==> config.mk <==
export PLATFORM = sky130hd
export DESIGN_NAME = cmp_irq_ctrl
export DESIGN_NICKNAME = d
export VERILOG_FILES = /design/src/rtl/cmp_irq_pkg.sv /design/src/rtl/cmp_sync.sv /design/src/rtl/cmp_ctrl_reg.sv /design/src/rtl/cmp_change_det.sv /design/src/rtl/cmp_irq_gate.sv /design/src/rtl/cmp_irq_ctrl.sv
export SDC_FILE = /design/constraint.sdc
export NUM_CORES = 1
export LEC_CHECK = 0
export ABC_AREA = 1
export BUFFER_PORTS_ARGS = -buffer_cell sky130_fd_sc_hd__buf_4
export CAP_MARGIN = 0
export CORE_MARGIN = 2
export CORE_UTILIZATION = 51
export DETAILED_ROUTE_END_ITERATION = 8
export PLACE_DENSITY = 0.85
export SETUP_SLACK_MARGIN = 0.5
export SLEW_MARGIN = 20
export SYNTH_ARGS = -nofsm -noshare
export SYNTH_HDL_FRONTEND = slang
export SYNTH_HIERARCHICAL = 1
export SYNTH_SLANG_ARGS = --single-unit
==> constraint.sdc <==
create_clock -name clk -period 2.6 [get_ports clk]
set_input_delay 0.13 -clock clk [delete_from_list [all_inputs] [get_ports clk]]
set_output_delay 0.13 -clock clk [all_outputs]
set_load 0.02 [all_outputs]
==> src/rtl/cmp_irq_pkg.sv <==
package cmp_irq_pkg;
  // bit positions used by software
  localparam int CTRL_OUT_BIT = 6;
  localparam int CTRL_INV_BIT = 4;
  localparam int CTRL_SEL_BIT = 3;
  localparam int FLAG_BIT     = 3;
  localparam int LOCAL_EN_BIT = 3;
  localparam int PERIPH_EN_BIT = 6;
  localparam int GLOBAL_EN_BIT = 7;
  localparam logic [2:0] MODE_OFF = 3'd7;

  typedef struct packed {
    logic       inv;
    logic       sel;
    logic [2:0] mode;
  } cmp_ctrl_t;
endpackage

==> src/rtl/cmp_sync.sv <==
module cmp_sync #(
  parameter int STAGES = 2
) (
  input  logic clk,
  input  logic rst_n,
  input  logic d_i,
  output logic q_o
);
  logic [STAGES-1:0] chain_q;

  genvar gi;
  generate
    for (gi = 0; gi < STAGES; gi++) begin : g_stage
      if (gi == 0) begin : g_first
        always_ff @(posedge clk or negedge rst_n) begin
          if (!rst_n) chain_q[gi] <= 1'b0;
          else        chain_q[gi] <= d_i;
        end
      end else begin : g_next
        always_ff @(posedge clk or negedge rst_n) begin
          if (!rst_n) chain_q[gi] <= 1'b0;
          else        chain_q[gi] <= chain_q[gi-1];
        end
      end
    end
  endgenerate

  assign q_o = chain_q[STAGES-1];

  AST_SYNC_SHIFT: assert property (@(posedge clk) disable iff (!rst_n)
    chain_q[STAGES-1] == $past(chain_q[STAGES-2]));
endmodule

==> src/rtl/cmp_ctrl_reg.sv <==
module cmp_ctrl_reg
  import cmp_irq_pkg::*;
(
  input  logic       clk,
  input  logic       rst_n,
  input  logic       wr_i,
  input  logic [4:0] wdata_i,
  input  logic       sample_i,
  output cmp_ctrl_t  ctrl_o,
  output logic       out_o,
  output logic       wr_out_o,
  output logic       off_o
);
  cmp_ctrl_t ctrl_q;
  cmp_ctrl_t ctrl_new;

  always_comb begin
    ctrl_new.inv  = wdata_i[CTRL_INV_BIT];
    ctrl_new.sel  = wdata_i[CTRL_SEL_BIT];
    ctrl_new.mode = wdata_i[2:0];
  end

  always_ff @(posedge clk or negedge rst_n) begin
    if (!rst_n)    ctrl_q <= '0;
    else if (wr_i) ctrl_q <= ctrl_new;
  end

  assign off_o    = (ctrl_q.mode == MODE_OFF);
  assign out_o    = off_o ? 1'b0 : (sample_i ^ ctrl_q.inv);
  // output the block would show once the pending write has landed
  assign wr_out_o = (ctrl_new.mode == MODE_OFF) ? 1'b0 : (sample_i ^ ctrl_new.inv);
  assign ctrl_o   = ctrl_q;
endmodule

==> src/rtl/cmp_change_det.sv <==
module cmp_change_det
  import cmp_irq_pkg::*;
#(
  parameter int SETTLE = 3
) (
  input  logic clk,
  input  logic rst_n,
  input  logic out_i,
  input  logic wr_out_i,
  input  logic off_i,
  input  logic ctrl_rd_i,
  input  logic ctrl_wr_i,
  input  logic flag_wr_i,
  input  logic flag_wbit_i,
  output logic flag_o
);
  localparam int CNT_W = $clog2(SETTLE + 1);

  logic [CNT_W-1:0] settle_q;
  logic             settling;
  logic             seen_q;
  logic             mismatch;
  logic             access;
  logic             hw_set;
  logic             sw_set;
  logic             flag_q;

  assign settling = (settle_q != '0);
  assign access   = ctrl_rd_i | ctrl_wr_i;
  assign mismatch = (out_i != seen_q) & ~off_i & ~settling;
  assign hw_set   = mismatch & ~access;
  assign sw_set   = flag_wr_i & flag_wbit_i;

  always_ff @(posedge clk or negedge rst_n) begin
    if (!rst_n)        settle_q <= CNT_W'(SETTLE);
    else if (settling) settle_q <= settle_q - 1'b1;
  end

  always_ff @(posedge clk or negedge rst_n) begin
    if (!rst_n)                              seen_q <= 1'b0;
    else if (ctrl_wr_i)                      seen_q <= wr_out_i;
    else if (ctrl_rd_i || off_i || settling) seen_q <= out_i;
  end

  always_ff @(posedge clk or negedge rst_n) begin
    if (!rst_n)                flag_q <= 1'b0;
    else if (hw_set || sw_set) flag_q <= 1'b1;
    else if (flag_wr_i)        flag_q <= 1'b0;
  end

  assign flag_o = flag_q;

  AST_FLAG_REASSERT: assert property (@(posedge clk) disable iff (!rst_n)
    (mismatch && !access) |=> flag_q);
  AST_FLAG_RISE_CAUSE: assert property (@(posedge clk) disable iff (!rst_n)
    $rose(flag_q) |-> $past(mismatch || sw_set));
  AST_FLAG_FALL_CAUSE: assert property (@(posedge clk) disable iff (!rst_n)
    $fell(flag_q) |-> $past(flag_wr_i && !flag_wbit_i));
  AST_OFF_QUIET: assert property (@(posedge clk) disable iff (!rst_n)
    (off_i && !ctrl_wr_i) |=> !$rose(flag_q) || $past(sw_set));
endmodule

==> src/rtl/cmp_irq_gate.sv <==
module cmp_irq_gate
  import cmp_irq_pkg::*;
(
  input  logic       clk,
  input  logic       rst_n,
  input  logic       en_wr_i,
  input  logic       intc_wr_i,
  input  logic [7:0] wdata_i,
  input  logic       flag_i,
  output logic       local_en_o,
  output logic       periph_en_o,
  output logic       global_en_o,
  output logic       irq_o
);
  logic local_q, periph_q, global_q;

  always_ff @(posedge clk or negedge rst_n) begin
    if (!rst_n)       local_q <= 1'b0;
    else if (en_wr_i) local_q <= wdata_i[LOCAL_EN_BIT];
  end

  always_ff @(posedge clk or negedge rst_n) begin
    if (!rst_n) begin
      periph_q <= 1'b0;
      global_q <= 1'b0;
    end else if (intc_wr_i) begin
      periph_q <= wdata_i[PERIPH_EN_BIT];
      global_q <= wdata_i[GLOBAL_EN_BIT];
    end
  end

  assign local_en_o  = local_q;
  assign periph_en_o = periph_q;
  assign global_en_o = global_q;
  assign irq_o       = flag_i & local_q & periph_q & global_q;

  AST_GLOBAL_OFF_MUTES: assert property (@(posedge clk) disable iff (!rst_n)
    (intc_wr_i && !wdata_i[GLOBAL_EN_BIT]) |=> !irq_o);
endmodule

==> src/rtl/cmp_irq_ctrl.sv <==
module cmp_irq_ctrl
  import cmp_irq_pkg::*;
#(
  parameter int             ADDR_W      = 4,
  parameter int             SYNC_STAGES = 2,
  parameter logic [ADDR_W-1:0] A_CTRL   = 4'h0,
  parameter logic [ADDR_W-1:0] A_FLAG   = 4'h1,
  parameter logic [ADDR_W-1:0] A_EN     = 4'h2,
  parameter logic [ADDR_W-1:0] A_INTC   = 4'h3
) (
  input  logic              clk,
  input  logic              rst_n,
  input  logic              cmp_raw_i,
  input  logic [ADDR_W-1:0] bus_addr_i,
  input  logic              bus_rd_i,
  input  logic              bus_wr_i,
  input  logic [7:0]        bus_wdata_i,
  output logic [7:0]        bus_rdata_o,
  output logic              cmp_out_o,
  output logic              cmp_insel_o,
  output logic [2:0]        cmp_mode_o,
  output logic              irq_o
);
  localparam int SETTLE = SYNC_STAGES + 1;

  logic      sample;
  logic      sel_ctrl, sel_flag, sel_en, sel_intc;
  cmp_ctrl_t ctrl;
  logic      out_now, out_wr, off;
  logic      flag;
  logic      local_en, periph_en, global_en;

  assign sel_ctrl = (bus_addr_i == A_CTRL);
  assign sel_flag = (bus_addr_i == A_FLAG);
  assign sel_en   = (bus_addr_i == A_EN);
  assign sel_intc = (bus_addr_i == A_INTC);

  cmp_sync #(.STAGES(SYNC_STAGES)) u_sync (
    .clk   (clk),
    .rst_n (rst_n),
    .d_i   (cmp_raw_i),
    .q_o   (sample)
  );

  cmp_ctrl_reg u_ctrl (
    .clk      (clk),
    .rst_n    (rst_n),
    .wr_i     (bus_wr_i & sel_ctrl),
    .wdata_i  (bus_wdata_i[4:0]),
    .sample_i (sample),
    .ctrl_o   (ctrl),
    .out_o    (out_now),
    .wr_out_o (out_wr),
    .off_o    (off)
  );

  cmp_change_det #(.SETTLE(SETTLE)) u_det (
    .clk         (clk),
    .rst_n       (rst_n),
    .out_i       (out_now),
    .wr_out_i    (out_wr),
    .off_i       (off),
    .ctrl_rd_i   (bus_rd_i & sel_ctrl),
    .ctrl_wr_i   (bus_wr_i & sel_ctrl),
    .flag_wr_i   (bus_wr_i & sel_flag),
    .flag_wbit_i (bus_wdata_i[FLAG_BIT]),
    .flag_o      (flag)
  );

  cmp_irq_gate u_gate (
    .clk         (clk),
    .rst_n       (rst_n),
    .en_wr_i     (bus_wr_i & sel_en),
    .intc_wr_i   (bus_wr_i & sel_intc),
    .wdata_i     (bus_wdata_i),
    .flag_i      (flag),
    .local_en_o  (local_en),
    .periph_en_o (periph_en),
    .global_en_o (global_en),
    .irq_o       (irq_o)
  );

  always_comb begin
    bus_rdata_o = '0;
    if (sel_ctrl) begin
      bus_rdata_o[CTRL_OUT_BIT] = out_now;
      bus_rdata_o[CTRL_INV_BIT] = ctrl.inv;
      bus_rdata_o[CTRL_SEL_BIT] = ctrl.sel;
      bus_rdata_o[2:0]          = ctrl.mode;
    end else if (sel_flag) begin
      bus_rdata_o[FLAG_BIT] = flag;
    end else if (sel_en) begin
      bus_rdata_o[LOCAL_EN_BIT] = local_en;
    end else if (sel_intc) begin
      bus_rdata_o[PERIPH_EN_BIT] = periph_en;
      bus_rdata_o[GLOBAL_EN_BIT] = global_en;
    end
  end

  assign cmp_out_o   = out_now;
  assign cmp_insel_o = ctrl.sel;
  assign cmp_mode_o  = ctrl.mode;

  AST_READ_ENDS_MISMATCH: assert property (@(posedge clk) disable iff (!rst_n)
    (bus_rd_i && sel_ctrl && !bus_wr_i && !(bus_wr_i && sel_flag)) |=> !$rose(flag));
endmodule

==> results of run 1 <==
[cell families (layout without fill, tap and decap cells)]
| logic type | Yosys count | in the layout |
|---|---|---|
| AND/OR/NAND/NOR | 72 | 72 |
| AO/OA/AOI/OAI | 7 | 7 |
| other | 1 | 1 |
| buffers and inverters | 30 | 63 |
| XOR/XNOR | 1 | 1 |
| flip-flops | 14 | 14 |
| adder cells (fa/ha/maj) | 1 | 1 |
[layer usage]
metal	track usage, %	vias up	part of all wire (%)
met3	4.90	3	6.1
met2	37.7	24	51
met1	28.2	384	42
met5	0	-	0
met4	8.48	0	1.4
li1	-	434	-
[power by group through the flow]
stage	Combinational, mW	Clock (mW)	Sequential [mW]
floorplan	0.107	0	0.303
CTS	0.209	0.162	0.285
global route	0.236	0.173	0.291
global placement	0.198	0	0.289
finish	0.208	0.161	0.286
detailed placement	0.205	0	0.289
[sequential cells by signal (all words and copies together), names as in the netlist]
name	count
u_det/settle_q	2
u_gate/global_en_o	1
u_sync/chain_q	1
u_det/flag_o	1
u_ctrl/ctrl_o	5
u_sync/q_o	1
u_gate/local_en_o	1
u_gate/periph_en_o	1
u_det/seen_q	1
[area by class of cell]
class	instances	area share, %
Multi-Input combinational cell	82	32.7
Clock buffer	4	3.25
Tap cell	16	1.79
Timing Repair Buffer	31	21.3
Sequential cell	14	31.6
Inverter	28	9.41
[stage by stage]
stage / total power [mW] / cell area [um2] / cells
global placement: 0.486 / 1060 / 169
floorplan: 0.411 / 842 / 126
detailed placement: 0.494 / 1060 / 169
finish: 0.655 / 1120 / 175
global route: 0.700 / 1120 / 175
CTS: 0.656 / 1120 / 175
[worst max path at each step]
stage                      to  slack, ns
6_report       bus_rdata_o[6]       1.07
5_1_grt        bus_rdata_o[6]       0.96
4_1_cts        bus_rdata_o[6]       1.09
3_5_place_dp     u_det/seen_q       1.31
3_3_place_gp     u_det/seen_q       1.33
2_1_floorplan  bus_rdata_o[6]       1.28
[worst max-delay path, stage by stage, from the launching register on]
cell,delay (ns)
dfrtp_1,0.42
nand2_1,0.11
nor2_2,0.06
nor2_2,0.22
nand3_1,0.10
nand2_1,0.07
buf_4,0.13
[layout by cell type (no fill, tap or decap), drive strengths merged]
cell type    synthesis  routed
o21ai                7       7
nand2               44      44
nor2                20      20
conb                 1       1
nand4                1       1
dlygate4sd3          0       2
xnor2                1       1
dfstp                2       2
inv                 28      28
ha                   1       1
nand3                7       7
clkbuf               0       4
dfrtp               12      12
buf                  2      29
==> run_results.csv, run 1 <==
group,metric,value,unit
logic_synthesis,synthArstFlopShare,100,%
logic_synthesis,synth_warnings,6,
critical_path,reg2reg_depth,7,
die,coreArea,1520,um2
logic_synthesis,synth_compound_area_share,4.61,%
drt,drt_iter0_markers,16,
logic_synthesis,avgSynthCellArea,6.68,um2
clocking,cts_root_buf,"clkbuf_4",
critical_path,start_kind,"flop",
power_and_ir_drop,p_switching,0.227,mW
clocking,cts_tree,"done",
power_and_ir_drop,p_comb_share,31.8,%
die,fp-row-count,14,
logic_synthesis,synth_top_family_by_area,"simple AND/OR/NAND/NOR gates",
sta,min_period,1.53,ns
critical_path,required,2.47,ns
layout,n_antenna_cell,0,
critical_path,r2r_start,"u_det/settle_q[0]",
critical_path,worstPathArrival,1.40,ns
clocking,cts_buffer_depth,2,
logic_synthesis,synth_seq_area_share,41.9,%
critical_path,path_max_fanout,5,
power_and_ir_drop,seqPwrFrac,43.6,%
sta,setup_viol,0,
clocking,cts_max_level,1,
clocking,clkSinkCount,14,
logic_synthesis,syn_inst,126,
drt,drtAntennaViolNets,0,
min_path,hold_class,"in -> reg",
drt,viasPerCell,4.83,
power_and_ir_drop,power_density,586,nW/um2
logic_synthesis,yosys.cell_count.top_type,"nand2_1",
drt,drc_errors,0,
layout,fillCellCount,130,
sta,final_hold_viol_count,0,
sta,skew,0.000272,ns
place,port_buffers,28,
power_and_ir_drop,leakage,0.638,nW
min_path,hold_depth,3,
die,die_x,44.6,um
logic_synthesis,synthAdderAreaFrac,1.49,%
sta,setup_ws,1.07,ns
flow_run,maxCapViolCount,0,
power_and_ir_drop,p_int,0.428,mW
layout,post-route-util,73.3,%
global_route,grt_pass1_vias,792,
logic_synthesis,synth-simple-area-share,35.8,%
clocking,cts_made_buffers,3,
clocking,clk_latency,0.29,ns
critical_path,critPathLaunch,"u_ctrl/ctrl_o[1]",
logic_synthesis,netlist_area,842,um2
layout,final_layout_size_suffix_gt1_share,26.4,%
drt,firstDrtPassIters,4,
clocking,cts_resized,0,
logic_synthesis,synth-xor-area-share,1.04,%
drt,vias,845,
clocking,cts.hold.buffers_added,2,
power_and_ir_drop,p_clk_share,24.6,%
place,dp_hpwl,1360,um
critical_path,critPathCaptureType,"output port",
clocking,cts_setup_buffers,0,
sta,period_share,58.8,%
logic_synthesis,synth_nets,144,
logic_synthesis,synth.area.mux_share,0,%
logic_synthesis,synth-seq-cells,14,
logic_synthesis,synth_edf_count,0,
layout,nets,178,
sta,whs,0.0350,ns
place,pre_cts_slack,1.31,ns
power_and_ir_drop,switching_share,34.7,%
drt,wirelength,1780,um
sta,clock.fmax,0.654,GHz
global_route,overflow,0,
place,globalplace.congestion,0.844,
logic_synthesis,synthDominantCellAreaShare,35.7,%
layout,area_growth,32.7,%
logic_synthesis,yosys-top-cells-area,"dfrtp_1 36%, nand2_1 19%, inv_1 12%",
sta,tns,0,ns
logic_synthesis,yosysTopAreaCell,"dfrtp_1",
min_path,hp-start,"bus_wdata_i[6]",
min_path,hold_end,"u_gate/periph_en_o",
die,start_util,55.3,%
die,ios,31,
drt,post_drt_wl_per_cell,10.1,um
critical_path,r2r_end,"u_det/seen_q",
sta,rsz0062_at_grt,"no",
global_route,grt_max_degree,15,
layout,seq_area,353,um2
power_and_ir_drop,ir_drop,0.000463,V
global_route,grt_util_all_layers,22.5,%
die,die_area,1990,um2
layout,multi_input_area,365,um2
status,outcome,"complete, no violations",
global_route,antenna_found_initial,0,
logic_synthesis,yosys-top-cells-count,"43 x nand2_1, 28 x inv_1, 15 x nor2_1",
clocking,cts.clk_slew.worst_paths,0.09,ns
logic_synthesis,yosys.cell_types.count,18,
sta,slew_violations,0,
critical_path,reg2reg_slack,1.39,ns
logic_synthesis,synthFlopType,"dfrtp_1",
global_route,grt_pass1_wl,3270,um
die,die_y,44.6,um
critical_path,criticalPathCategory,"reg -> out",
(Power assumes the default switching activity.)
==> inputs of run 2 (changes only) <==
CORE_UTILIZATION = 47   (was 51)
PLACE_DENSITY = 0.8   (was 0.85)
clock period = 1.5 ns   (was 2.6 ns; I/O delays follow)
==> run_results.csv, run 2 (synthesis results as in run 1) <==
group,metric,value,unit
sta,tns,0,ns
critical_path,criticalPathCategory,"reg -> out",
clocking,cts.clk_slew.worst_paths,0.08,ns
global_route,grt_pass1_wl,3020,um
critical_path,critPathLaunch,"u_ctrl/ctrl_o[4]",
drt,vias,864,
layout,layout_common_cells,"39 x nand2_1, 26 x buf_4, 22 x inv_1",
die,fp-row-count,15,
critical_path,reg2reg_slack,0.34,ns
critical_path,slowest_stage,"dfrtp_1",
die,ios,31,
sta,final_hold_viol_count,0,
die,start_util,49.3,%
sta,rsz0062_at_grt,"yes",
sta,period_share,86.4,%
layout,design_area,1260,um2
drt,post_drt_wl_per_cell,9.77,um
critical_path,critPathMaxStageDelay,0.37,ns
layout,n_antenna_cell,0,
power_and_ir_drop,leakage,0.683,nW
power_and_ir_drop,ir_drop,0.000616,V
critical_path,start_kind,"flop",
flow_run,maxCapViolCount,0,
place,port_buffers,28,
critical_path,r2r_start,"u_ctrl/ctrl_o[4]",
critical_path,path_cells,"inv_1, nand2_2, nand2_2, nor2_4, nand3_2, nand2_2, buf_6",
min_path,hold_class,"in -> reg",
global_route,grt_max_degree,15,
critical_path,required,1.42,ns
clocking,clk_latency,0.27,ns
layout,post-route-util,74.0,%
place,pre_cts_slack,0.355,ns
sta,min_period,1.30,ns
critical_path,critPathCaptureType,"output port",
min_path,hp-start,"bus_wdata_i[7]",
global_route,antenna_found_initial,0,
place,globalplace.congestion,0.773,
clocking,cts_tree,"done",
layout,largest_register_ffs,5,
status,outcome,"complete, no violations",
layout,area_growth,50.1,%
drt,wirelength,1870,um
critical_path,path_max_fanout,3,
die,die_x,46.3,um
drt,drt_iter0_markers,20,
drt,viasPerCell,4.52,
place,dp_hpwl,1400,um
global_route,grt_pass1_vias,805,
power_and_ir_drop,power,1.20,mW
sta,setup_ws,0.203,ns
die,die_y,46.3,um
power_and_ir_drop,power_density,950,nW/um2
die,coreArea,1710,um2
drt,drtAntennaViolNets,0,
critical_path,reg2reg_depth,10,
drt,drc_errors,0,
critical_path,worstPathArrival,1.22,ns
critical_path,cp_num_cells,7,
sta,setup_viol,0,
critical_path,worstPathBufferInverterCount,2,
clocking,cts_made_buffers,3,
global_route,overflow,0,
critical_path,r2r_end,"u_det/flag_o",
place,placed_cell_area,1100,um2
clocking,cts_buffer_depth,2,
critical_path,cp-endpoint,"bus_rdata_o[6]",
sta,clock.fmax,0.771,GHz
clocking,clkSinkCount,14,
global_route,grt_util_all_layers,19.7,%
sta,slew_violations,0,
critical_path,critPathTopFamily,"simple AND/OR/NAND/NOR gates",
drt,firstDrtPassIters,4,
layout,final_layout_size_suffix_gt1_share,39.8,%
critical_path,crit_top_cell,"nand2_2",
sta,skew,0.00582,ns
clocking,cts_root_buf,"clkbuf_4",
layout,nets,185,
layout,layout_commonest_cell,"nand2_1",
die,die_area,2150,um2
clocking,cts_max_level,1,
==> run 2: changes by cell type in the layout (fill, tap and decap cells not counted), moves of 2 or more <==
cell     delta
buf_4       -3
buf_6      +10
dfrtp_1     -3
dfrtp_2     +3
inv_1       -6
inv_2       +6
nand2_1     -4
nand2_2     +4
nor2_4      +2
==> run 2: where the power goes <==
group	total (mW)	internal, mW	leakage, nW	switching (mW)
registers	0.500	0.447	0.160	0.0524
logic	0.490	0.241	0.508	0.250
clock network	0.210	0.103	0.0150	0.107
total	1.20	0.791	0.683	0.409
==> run 2: final cells by class <==
type,count,area (um2)
clock buffers,4,26.3
well taps,25,31.3
inverters,28,105
multi-input cells,82,417
fillers,136,444
flip-flops and latches,14,357
repair buffers,38,328
==> run 2: tightest hold or removal path: cells and delay by family <==
kind | cells | cell delay, ns
simple gates | 2 | 0.10
buf+inv | 1 | 0.08
==> run 2: timing repair <==
action,in CTS,in global routing
buffers inserted,5,2
setup endpoints to repair,13,16
pin swaps,12,6
hold buffers,2,0
gates resized for setup,9,12
hold endpoints to repair,15,0
==> run 2: per-stage QoR <==
step | hold WS [ns] | cells
after floorplan | -0.221 | 126
after global placement | -0.0689 | 178
after detailed placement | -0.0663 | 178
after CTS | 0.00519 | 189
after global routing | 0.0144 | 191
final | 0.0113 | 191
==> run 2: how the worst min path moves through the flow <==
stage                               to  slack [ns]  depth (start not counted)
floorplan             u_ctrl/ctrl_o[0]       -0.22                          0
global placement    u_gate/global_en_o       -0.07                          1
detailed placement  u_gate/periph_en_o       -0.07                          1
CTS                 u_gate/global_en_o       0.005                          3
global route        u_gate/global_en_o        0.01                          3
finish              u_gate/global_en_o        0.01                          3
==> run 2: layer usage <==
metal / GRT usage, % / vias to the layer above / share of wire [%] / wire, um
met4: 10.3 / 0 / 0.54 / 10
met1: 23.1 / 391 / 44 / 813
met2: 34.7 / 23 / 51 / 955
met3: 2.35 / 2 / 4.7 / 87
li1: - / 448 / - / -
met5: 0 / - / 0 / 0
